$ cat config.mk
export PLATFORM = sky130hd
export DESIGN_NAME = rx_char_queue
export DESIGN_NICKNAME = d
export VERILOG_FILES = /design/src/rtl/rxq_pkg.sv /design/src/rtl/rxq_store.sv /design/src/rtl/rxq_errtrack.sv /design/src/rtl/rxq_dmaready.sv /design/src/rtl/rx_char_queue.sv
export SDC_FILE = /design/constraint.sdc
export NUM_CORES = 1
export LEC_CHECK = 0
export ABC_CLOCK_PERIOD_IN_PS = 4230
export BUFFER_PORTS_ARGS = -buffer_cell sky130_fd_sc_hd__buf_2
export CAP_MARGIN = 15
export CORE_MARGIN = 5
export CORE_UTILIZATION = 54
export DETAILED_ROUTE_END_ITERATION = 10
export PLACE_DENSITY_LB_ADDON = 0.12
export SLEW_MARGIN = 20
export SYNTH_ARGS = -nofsm -noshare
export SYNTH_HDL_FRONTEND = slang
export SYNTH_SLANG_ARGS = --single-unit
$ cat constraint.sdc
create_clock -name clk -period 4.23 [get_ports clk]
set_input_delay 0 -clock clk [delete_from_list [all_inputs] [get_ports clk]]
set_output_delay 0 -clock clk [all_outputs]
set_load 0.01 [all_outputs]
$ cat src/rtl/rxq_pkg.sv
package rxq_pkg;

    typedef struct packed {
        logic       brk;
        logic       frm;
        logic       par;
        logic [7:0] data;
    } rx_entry_t;

    function automatic logic entry_bad(input rx_entry_t e);
        return e.brk | e.frm | e.par;
    endfunction

endpackage

$ cat src/rtl/rxq_store.sv
module rxq_store
    import rxq_pkg::*;
#(
    parameter  int DEPTH = 64,
    localparam int AW    = $clog2(DEPTH),
    localparam int CW    = $clog2(DEPTH + 1)
) (
    input  logic      clk,
    input  logic      rst_n,
    input  logic      clr,
    input  logic      en,
    input  logic      push,
    input  rx_entry_t push_ent,
    input  logic      pop,
    output rx_entry_t head,
    output logic [CW-1:0] count,
    output logic      pushed,
    output logic      popped,
    output logic      dropped,
    output logic      overwrote
);

    typedef struct packed {
        logic [AW-1:0] wp;
        logic [AW-1:0] rp;
        logic [CW-1:0] cnt;
    } st_t;

    st_t       s_d, s_q;
    rx_entry_t mem [DEPTH];
    logic      has_pop;

    function automatic logic [AW-1:0] step_ptr(input logic [AW-1:0] p);
        return (p == AW'(DEPTH - 1)) ? '0 : p + 1'b1;
    endfunction

    always_comb begin
        s_d       = s_q;
        pushed    = 1'b0;
        popped    = 1'b0;
        dropped   = 1'b0;
        overwrote = 1'b0;
        has_pop   = pop && (s_q.cnt != '0);
        if (clr) begin
            s_d = '0;
        end else if (en) begin
            popped  = has_pop;
            pushed  = push && ((s_q.cnt != CW'(DEPTH)) || has_pop);
            dropped = push && !pushed;
            if (pushed)  s_d.wp = step_ptr(s_q.wp);
            if (has_pop) s_d.rp = step_ptr(s_q.rp);
            s_d.cnt = s_q.cnt + CW'(pushed) - CW'(has_pop);
        end else begin
            popped    = has_pop;
            pushed    = push;
            overwrote = push && (s_q.cnt != '0) && !has_pop;
            if (push)         s_d.cnt = CW'(1);
            else if (has_pop) s_d.cnt = '0;
        end
    end

    always_ff @(posedge clk or negedge rst_n) begin
        if (!rst_n) s_q <= '0;
        else        s_q <= s_d;
    end

    always_ff @(posedge clk) begin
        if (pushed) mem[s_q.wp] <= push_ent;
    end

    assign head  = mem[s_q.rp];
    assign count = s_q.cnt;

    AST_COUNT_BOUND: assert property (@(posedge clk) disable iff (!rst_n)
        s_q.cnt <= CW'(DEPTH));

    AST_SINGLE_SLOT: assert property (@(posedge clk) disable iff (!rst_n)
        !en |-> s_q.cnt <= CW'(1));

    AST_CLEAR_EMPTIES: assert property (@(posedge clk) disable iff (!rst_n)
        clr |=> s_q.cnt == '0);

endmodule

$ cat src/rtl/rxq_errtrack.sv
module rxq_errtrack #(
    parameter  int DEPTH = 64,
    localparam int CW    = $clog2(DEPTH + 1)
) (
    input  logic          clk,
    input  logic          rst_n,
    input  logic          clr,
    input  logic          pushed,
    input  logic          push_bad,
    input  logic          popped,
    input  logic          overwrote,
    input  logic          head_bad,
    input  logic          ovr_set,
    input  logic          stat_rd,
    input  logic [CW-1:0] count,
    output logic          err_any,
    output logic          overrun
);

    typedef struct packed {
        logic [CW-1:0] bad_cnt;
        logic          ovr;
    } st_t;

    st_t s_d, s_q;

    always_comb begin
        s_d = s_q;
        if (clr) begin
            s_d.bad_cnt = '0;
        end else begin
            s_d.bad_cnt = s_q.bad_cnt
                        + CW'(pushed && push_bad)
                        - CW'((popped || overwrote) && head_bad);
        end
        if (ovr_set)      s_d.ovr = 1'b1;
        else if (stat_rd) s_d.ovr = 1'b0;
    end

    always_ff @(posedge clk or negedge rst_n) begin
        if (!rst_n) s_q <= '0;
        else        s_q <= s_d;
    end

    assign err_any = (s_q.bad_cnt != '0);
    assign overrun = s_q.ovr;

    AST_BAD_WITHIN_FILL: assert property (@(posedge clk) disable iff (!rst_n)
        s_q.bad_cnt <= count);

    AST_OVR_STICKS: assert property (@(posedge clk) disable iff (!rst_n)
        ovr_set |=> overrun);

    AST_OVR_HOLDS: assert property (@(posedge clk) disable iff (!rst_n)
        overrun && !stat_rd |=> overrun);

endmodule

$ cat src/rtl/rxq_dmaready.sv
module rxq_dmaready #(
    parameter  int DEPTH = 64,
    localparam int CW    = $clog2(DEPTH + 1)
) (
    input  logic          clk,
    input  logic          rst_n,
    input  logic [CW-1:0] count,
    input  logic [CW-1:0] level,
    input  logic          err_any,
    input  logic          tmo,
    output logic          rdy
);

    typedef struct packed {
        logic held;
    } st_t;

    st_t s_d, s_q;

    always_comb begin
        s_d = s_q;
        if ((count == '0) || err_any)      s_d.held = 1'b0;
        else if ((count >= level) || tmo)  s_d.held = 1'b1;
    end

    always_ff @(posedge clk or negedge rst_n) begin
        if (!rst_n) s_q <= '0;
        else        s_q <= s_d;
    end

    assign rdy = s_q.held;

    AST_EMPTY_DROPS_READY: assert property (@(posedge clk) disable iff (!rst_n)
        (count == '0) |=> !rdy);

    AST_ERROR_DROPS_READY: assert property (@(posedge clk) disable iff (!rst_n)
        err_any |=> !rdy);

endmodule

$ cat src/rtl/rx_char_queue.sv
module rx_char_queue
    import rxq_pkg::*;
#(
    parameter  int DEPTH  = 64,
    parameter  int TRIG_0 = 8,
    parameter  int TRIG_1 = 16,
    parameter  int TRIG_2 = 56,
    parameter  int TRIG_3 = 60,
    localparam int CW     = $clog2(DEPTH + 1)
) (
    input  logic       clk,
    input  logic       rst_n,
    input  logic       q_en,
    input  logic       dma_blk,
    input  logic [1:0] trig_lvl,
    input  logic       flush,
    input  logic       rx_tmo,
    input  logic       chr_vld,
    input  logic [7:0] chr_data,
    input  logic       chr_brk,
    input  logic       chr_frm,
    input  logic       chr_par,
    input  logic       hold_rd,
    input  logic       stat_rd,
    output logic [7:0] rd_data,
    output logic [7:0] status,
    output logic       trig_hit,
    output logic       dma_rx_rdy
);

    typedef struct packed {
        logic en;
    } st_t;

    st_t           s_d, s_q;
    logic          clr;
    rx_entry_t     in_ent, head;
    logic [CW-1:0] count, level;
    logic          pushed, popped, dropped, overwrote;
    logic          err_any, overrun, blk_rdy, nonempty;

    always_comb begin
        s_d    = s_q;
        s_d.en = q_en;
        clr    = flush || (q_en != s_q.en);
        in_ent = '{brk: chr_brk, frm: chr_frm, par: chr_par, data: chr_data};
        unique case (trig_lvl)
            2'd0:    level = CW'(TRIG_0);
            2'd1:    level = CW'(TRIG_1);
            2'd2:    level = CW'(TRIG_2);
            default: level = CW'(TRIG_3);
        endcase
    end

    always_ff @(posedge clk or negedge rst_n) begin
        if (!rst_n) s_q <= '0;
        else        s_q <= s_d;
    end

    rxq_store #(.DEPTH(DEPTH)) u_store (
        .clk       (clk),
        .rst_n     (rst_n),
        .clr       (clr),
        .en        (s_q.en),
        .push      (chr_vld),
        .push_ent  (in_ent),
        .pop       (hold_rd),
        .head      (head),
        .count     (count),
        .pushed    (pushed),
        .popped    (popped),
        .dropped   (dropped),
        .overwrote (overwrote)
    );

    rxq_errtrack #(.DEPTH(DEPTH)) u_err (
        .clk       (clk),
        .rst_n     (rst_n),
        .clr       (clr),
        .pushed    (pushed),
        .push_bad  (entry_bad(in_ent)),
        .popped    (popped),
        .overwrote (overwrote),
        .head_bad  (entry_bad(head)),
        .ovr_set   (dropped || overwrote),
        .stat_rd   (stat_rd),
        .count     (count),
        .err_any   (err_any),
        .overrun   (overrun)
    );

    rxq_dmaready #(.DEPTH(DEPTH)) u_dma (
        .clk     (clk),
        .rst_n   (rst_n),
        .count   (count),
        .level   (level),
        .err_any (err_any),
        .tmo     (rx_tmo),
        .rdy     (blk_rdy)
    );

    assign nonempty   = (count != '0);
    assign rd_data    = nonempty ? head.data : 8'h00;
    assign status     = {err_any, 2'b00,
                         nonempty & head.brk, nonempty & head.frm, nonempty & head.par,
                         overrun, nonempty};
    assign trig_hit   = s_q.en && (count >= level);
    assign dma_rx_rdy = (s_q.en && dma_blk) ? blk_rdy : nonempty;

    AST_STATUS_READ_KEEPS: assert property (@(posedge clk) disable iff (!rst_n)
        stat_rd && !hold_rd && !chr_vld && !clr |=> $stable(count) && $stable(rd_data));

    AST_EMPTY_FLAGS_ZERO: assert property (@(posedge clk) disable iff (!rst_n)
        !nonempty |-> status[4:2] == 3'b000 && rd_data == 8'h00);

endmodule

==> metrics.txt, run 1 <==
distinct cell type count after synthesis 56; CP max-delay cell mux4_2; Post-route DRC 0; post-DP HPWL 40.51 mm; Slew @ Worst Pin 0.8350 ns; count of yosys warnings during synthesis 0; post-synthesis mux area share 0.1560; largest net degree at the start of global routing 65; Max Freq 0.2403 GHz; wire per inst 27.29 µm; starting density of the core 0.5465; simple-gate area share of the yosys netlist 0.03074; vias in the first global route 15030; hold-critical path depth 5; Core Util, Final 0.6218; TritonCTS buffer count 75; CP endpoint kind flop; share of flip-flops with an asynchronous set or reset 0.03956; Post-Synthesis Cells 1495; Slew Limit Fails 0; clock-pin slew on the worst setup and hold paths 0.06 ns; CTS tree built; number of I/O port buffers 37; top fanout value on the critical path 15; Iteration-0 DRC Markers 1329; Routed Antenna Nets 0; Crit path depth 19; I/O pins 40; # rows 85; Total GRT Usage 0.2250; DRT Wirelength 65.71 mm; hold endpoint u_err.s_q[1]$_DFF_PN0_; Adder-Cell Fraction of Synth Area 0.01155; required time worst endpoint 4.75 ns; routability cong. 0.8382; worst slack at placement -0.1748 ns; Setup WS post-layout 0.06900 ns; VDD IR max 427.1 µV; Final #Nets 1708; worst path cell trace buf_12 -> mux4_2 -> mux4_2 -> a22o_1 -> a311oi_1 -> buf_4 -> a221oi_2 -> ha_1 -> inv_1 -> ha_2 -> inv_2 -> fa_2 -> inv_2 -> a21oi_2 -> nor2_2 -> o21ai_2 -> a21oi_2 -> or3_1 -> a21oi_2; layout cells sized above 1 0.2741; Die ar. 0.05934 mm²; Tcrit/Tclk final 0.9837; Die Wd 243.6 µm; Seq/Total Area, Yosys 0.7420; CP bufs+invs 5; most common cell after layout, fill and taps aside edfxtp_1; Placed Instance Area 0.03106 mm²; worst hold path class in2reg; grt ovf 0; worst reg2reg path depth 19; flop-to-flop setup slack 0.07 ns; R2R Path Start u_store.s_q[7]$_DFFE_PN0P_; CTS H-Tree Depth 3; Tmin final 4.161 ns; count of final setup violators 0; crit-path max cell delay 0.52 ns; Most Frequent Cell on Critical Path a21oi_2; first-pass GRT wire length 99.34 mm; Lkg Pwr 10.53 nW; Crit Reg-Reg Endpoint u_err.s_q[7]$_DFF_PN0_; max_cap viols 0; clk buf depth 3; commonest non-fill, non-tap cells in the layout edfxtp_1, mux4_2, buf_4; largest family of logic cells by synthesized area multiplexers; routed vias 14620; Vias/cell 6.071; worst min-delay path startpoint chr_par; syn avg cell area 19.71 µm²; Layout Cell Area excl Fill 0.03353 mm²; ys flop type edfxtp_1; critical path class reg2reg; core area 0.05392 mm²; Post-Syn Area 0.02947 mm²; RSZ-0062 raised after global routing yes; delay-heaviest family, CP compound AO/OA/AOI/OAI gates; CTS sink count 733; Root Buffer clkbuf_16; synthesis-stage register bit count 733; Worst slew margin 0.4433; Fin. Hold Viols 0; status finished, final reports clean; Power per Cell Area 449.6 mW/mm²; Filler cells 3742; worst clock skew 0.01648 ns; Post-synth EDFFs 704; initial antenna violation count 0; XOR/XNOR share of the synthesized area 0.003567; worst hold margin 0.04725 ns; Die Ht 243.6 µm; Synth Area in Compound Gates 0.03482; crit path launch type flop; Arr. time, crit path 4.68 ns; area grow syn2layout 13.78%; drt first pass iters 5; worst skew pair latency 0.61 ns
cell usage after synthesis, drive strengths merged, types with 24 or more instances:
| library cell | count | share of area |
|---|---|---|
| inv | 29 | 0.0037 |
| ha | 24 | 0.010 |
| nand2 | 43 | 0.0055 |
| a21oi | 41 | 0.0070 |
| edfxtp | 704 | 0.72 |
| clkbuf | 30 | 0.0038 |
| buf | 57 | 0.014 |
| o21ai | 32 | 0.0054 |
| dfrtp | 29 | 0.025 |
| a211oi | 29 | 0.0074 |
| mux4 | 166 | 0.13 |
| nor2 | 98 | 0.012 |
| mux2i | 64 | 0.022 |
flip-flops by register name (all words and copies together) (netlist names):
| name | flops |
|---|---|
| u_store.mem | 704 |
| u_store.s_q | 12 |
| u_err.s_q | 7 |
| u_store.count | 7 |
| s_q | 1 |
| u_dma.rdy | 1 |
| u_err.overrun | 1 |
through the flow:
| stage | power, mW | TNS [ns] | std cells |
|---|---|---|---|
| 2_1_floorplan | 8.693 | 0 | 1496 |
| 3_3_place_gp | 9.023 | -0.1323 | 2267 |
| 3_5_place_dp | 9.041 | -0.1748 | 2267 |
| 4_1_cts | 15.19 | -0.03311 | 2407 |
| 5_1_grt | 15.59 | -0.07966 | 2407 |
| 6_report | 15.07 | 0 | 2408 |
cells by family after synthesis:
logic type / after synthesis
multiplexers: 247
AO/OA/AOI/OAI: 159
adder cells (fa/ha/maj): 26
AND/OR/NAND/NOR: 201
XOR/XNOR: 12
flip-flops: 733
other: 1
buffers and inverters: 116
timing repair:
action	CTS	global route
hold buffers	10	0
setup endpoints to repair	2	2
cloned	0	0
buffers inserted	2	0
hold endpoints to repair	43	0
gates resized for setup	14	9
pin swaps	11	6
worst max-delay path by stage:
stage / startpoint / end / slack, ns
after global placement: u_store.s_q[8]$_DFFE_PN0P_ / u_err.s_q[7]$_DFF_PN0_ / -0.13
after global routing: u_store.s_q[8]$_DFFE_PN0P_ / u_err.s_q[7]$_DFF_PN0_ / -0.08
after floorplan: u_store.s_q[8]$_DFFE_PN0P_ / u_err.s_q[7]$_DFF_PN0_ / 0.27
after detailed placement: u_store.s_q[8]$_DFFE_PN0P_ / u_err.s_q[7]$_DFF_PN0_ / -0.17
final: u_store.s_q[7]$_DFFE_PN0P_ / u_err.s_q[7]$_DFF_PN0_ / 0.07
after CTS: u_store.s_q[8]$_DFFE_PN0P_ / u_err.s_q[7]$_DFF_PN0_ / -0.03
routing by layer:
layer / part of all wire / GRT usage / wire length (µm)
met1: 0.42 / 0.3231 / 27740
met2: 0.49 / 0.3587 / 32160
met3: 0.056 / 0.03891 / 3666
met4: 0.033 / 0.07451 / 2145
met5: 0 / 0 / 0
worst min-delay path: stages:
cell and delay (ns):
buf_2 0.13, nor3_1 0.07, nor2_1 0.13, ha_2 0.17
and2_1 0.12
final cells by class:
cell class / count / area (µm²) / area share
well taps: 696 / 870.8 / 0.02597
multi-input cells: 647 / 7032 / 0.2097
flip-flops and latches: 733 / 21880 / 0.6526
repair buffers: 174 / 1369 / 0.04083
diodes: 1 / 2.502 / 0.00007464
inverters: 29 / 108.9 / 0.003247
clock buffers: 93 / 1987 / 0.05926
clock inverters: 35 / 279.0 / 0.008322
where the power goes:
part	switching [mW]	total, mW	internal, mW
combinational	0.540	0.906	0.366
sequential	0.0249	8.01	7.98
clock	2.65	6.16	3.51
Note: power is estimated with default switching activity, not from simulation.
==> run 2, diff against run 1 <==
--- a/config.mk
+++ b/config.mk
@@ -5,6 +5,7 @@
 export SDC_FILE = /design/constraint.sdc
 export NUM_CORES = 1
 export LEC_CHECK = 0
+export ABC_AREA = 1
 export ABC_CLOCK_PERIOD_IN_PS = 4230
 export BUFFER_PORTS_ARGS = -buffer_cell sky130_fd_sc_hd__buf_2
 export CAP_MARGIN = 15
==> run 2 against run 1 <==
  * Critical path depth rose by 4
  * Combinational power rose by 110%
  * Clock skew increased by 0.00070 ns
  * Synthesized cell count up 75%
  * Core utilization down 0.74 points
  * Flip-flop and latch count is the same
  * Largest cell class unchanged
==> metrics.txt, run 2 <==
status finished, final reports clean; Layout Cell Area excl Fill 0.03451 mm²; Tcrit/Tclk final 0.9480; layout cells sized above 1 0.1055; CP endpoint kind flop; CTS sink count 733; n_diodes 0; Placed Instance Area 0.03196 mm²; CP max-delay cell dfrtp_4; Largest regs u_store.mem (704), u_store.s_q (12); wire per inst 22.40 µm; required time worst endpoint 4.76 ns; clock-pin slew on the worst setup and hold paths 0.06 ns; drt first pass iters 6; Biggest register u_store.mem; Slew Limit Fails 0; top cells by count, synth edfxtp_1, nand2_1, nor2_1; max_cap viols 0; clk buf depth 3; routed vias 20210; Post-route DRC 0; worst clock skew 0.01718 ns; number of I/O port buffers 37; vias in the first global route 19740; Most Frequent Cell on Critical Path nand2_1; count of yosys warnings during synthesis 0; worst hold margin 0.03126 ns; Power per Cell Area 477.6 mW/mm²; Fin Setup TNS 0 ns; distinct cell type count after synthesis 38; Total GRT Usage 0.2571; commonest non-fill, non-tap cells in the layout edfxtp_1, nand2_1, nor2_1; Iteration-0 DRC Markers 2181; first-pass GRT wire length 119.4 mm; worst path cell trace nand2_2 -> clkinv_1 -> buf_4 -> nand2_1 -> nand3_1 -> nand3_1 -> nand2_1 -> nand2_1 -> nand2_1 -> nor2_1 -> a21oi_2 -> ha_1 -> inv_1 -> ha_1 -> inv_1 -> fa_1 -> o21ai_0 -> a21oi_1 -> nor2_1 -> nor2_1 -> o21bai_1 -> o21ai_0 -> a21oi_1; share of flip-flops with an asynchronous set or reset 0.03956; most common cell in the netlist edfxtp_1; CP bufs+invs 4; largest area contributor in the netlist edfxtp_1; max reg flops 704; DRT Wirelength 78.92 mm; most common cell after layout, fill and taps aside edfxtp_1; worst hold path class in2async; crit-path max cell delay 0.51 ns; RSZ-0062 raised after global routing no; top fanout value on the critical path 11; TritonCTS buffer count 75; routability cong. 0.9090; Root Buffer clkbuf_16; ys flop type edfxtp_1; Post-Synthesis Cells 2612; VDD IR max 487.3 µV; delay-heaviest family, CP simple AND/OR/NAND/NOR gates; critical path class reg2reg; crit path launch type flop; initial antenna violation count 0; Yosys top cell area share 0.6929; Seq/Total Area, Yosys 0.7167; grt ovf 0; Fin. Hold Viols 0; area grow syn2layout 13.11%; Core Util, Final 0.6144; dominant cells by area after synthesis edfxtp_1, nand2_1, nor2_1; count of final setup violators 0; post-DP HPWL 47.04 mm; Max Freq 0.2494 GHz; starting density of the core 0.5432; Die Wd 247.7 µm; synthesis-stage register bit count 733; Die Ht 247.7 µm; Post-Syn Area 0.03051 mm²; core area 0.05617 mm²; syn avg cell area 11.68 µm²; # rows 87; Final #Nets 2757; worst skew pair latency 0.61 ns; CTS tree built; Lkg Pwr 12.38 nW; CTS H-Tree Depth 3; R2R Path Start u_store.s_q[8]$_DFFE_PN0P_; I/O pins 40; Post-synth EDFFs 704; Arr. time, crit path 4.54 ns; Tmin final 4.010 ns; largest net degree at the start of global routing 139; Vias/cell 5.737; Routed Antenna Nets 0; Slew @ Worst Pin 1.077 ns; Worst slew margin 0.2792; Die ar. 0.06136 mm²; Critical Path Source u_store.s_q[8]$_DFFE_PN0P_
==> run 2: changes by cell type after synthesis, moves of 64 or more <==
cell	before	now
mux4_2	159	0
nand2_1	43	531
inv_1	29	112
nor2_1	98	375
mux2i_1	64	0
nand3_1	8	150
o21ai_0	32	212
==> run 2: cell type report <==
cell class | instances | area, µm²
clock inverters | 37 | 330.3
inverters | 118 | 456.7
flip-flops and latches | 733 | 21880
repair buffers | 173 | 1383
fillers | 4495 | 21660
clock buffers | 98 | 2058
well taps | 756 | 945.9
multi-input cells | 1608 | 7461
==> run 2: path summary, 6_finish.rpt <==
check	to	slack (ns)	depth (start not counted)
setup / recovery	u_err.s_q[7]$_DFF_PN0_	0.22	23
hold / removal	u_err.s_q[3]$_DFF_PN0_	0.03	2
setup reg to reg	u_err.s_q[7]$_DFF_PN0_	0.22	23
hold reg to reg	u_err.s_q[7]$_DFF_PN0_	0.63	2
max in group asynchronous	u_store.s_q[7]$_DFFE_PN0P_	3.58	2
min in group clk	s_q$_DFF_PN0_	0.06	2
==> run 2: per-stage QoR <==
step	std cells	setup slack, ns	power, mW
after floorplan	2613	1.034	9.346
after global placement	3375	0.2486	10.04
after detailed placement	3375	0.1834	10.08
after CTS	3519	0.2039	16.53
after global routing	3523	0.01410	17.07
final	3523	0.2201	16.48
==> run 2: worst register-to-register path: stages, from the launching register on <==
cell      delay (ns)
dfrtp_4         0.51
nand2_2         0.15
clkinv_1        0.34
buf_4           0.34
nand2_1         0.12
nand3_1         0.10
nand3_1         0.11
nand2_1         0.06
nand2_1         0.07
nand2_1         0.05
nor2_1          0.15
a21oi_2         0.11
ha_1            0.28
inv_1           0.05
ha_1            0.16
inv_1           0.06
fa_1            0.43
o21ai_0         0.18
a21oi_1         0.12
nor2_1          0.10
nor2_1          0.04
o21bai_1        0.15
o21ai_0         0.09
a21oi_1         0.14
==> run 2: power by group <==
group | total, mW | switching [mW] | internal, mW | leakage [nW]
clock network | 6.51 | 2.72 | 3.79 | 1.17
logic | 1.94 | 1.33 | 0.612 | 4.50
registers | 8.03 | 0.0371 | 8.00 | 6.72
total | 16.5 | 4.08 | 12.4 | 12.4
==> run 2: what timing repair did <==
item,CTS,global route
setup endpoints to repair,0,1
setup buffers,0,3
endpoints found under the hold margin,39,0
resized for setup,0,5
hold buffers,9,0
==> run 2: logic make-up after synthesis <==
group / Yosys count / synth area share
and+or+nand+nor: 1109 / 0.1455
xor gates and xnor gates: 7 / 0.002009
other: 1 / 0.0001229
buffers and inverters: 272 / 0.03961
adders and majority gates: 26 / 0.01115
DFF: 733 / 0.7167
AOI/OAI and AO/OA: 464 / 0.08493
==> run 2: metal layers <==
metal	global-route usage	up-vias	wire length, µm
li1	-	9380	-
met1	0.3641	9897	33340
met2	0.4020	806	36450
met3	0.05514	128	6737
met4	0.08828	0	2395
met5	0	-	0
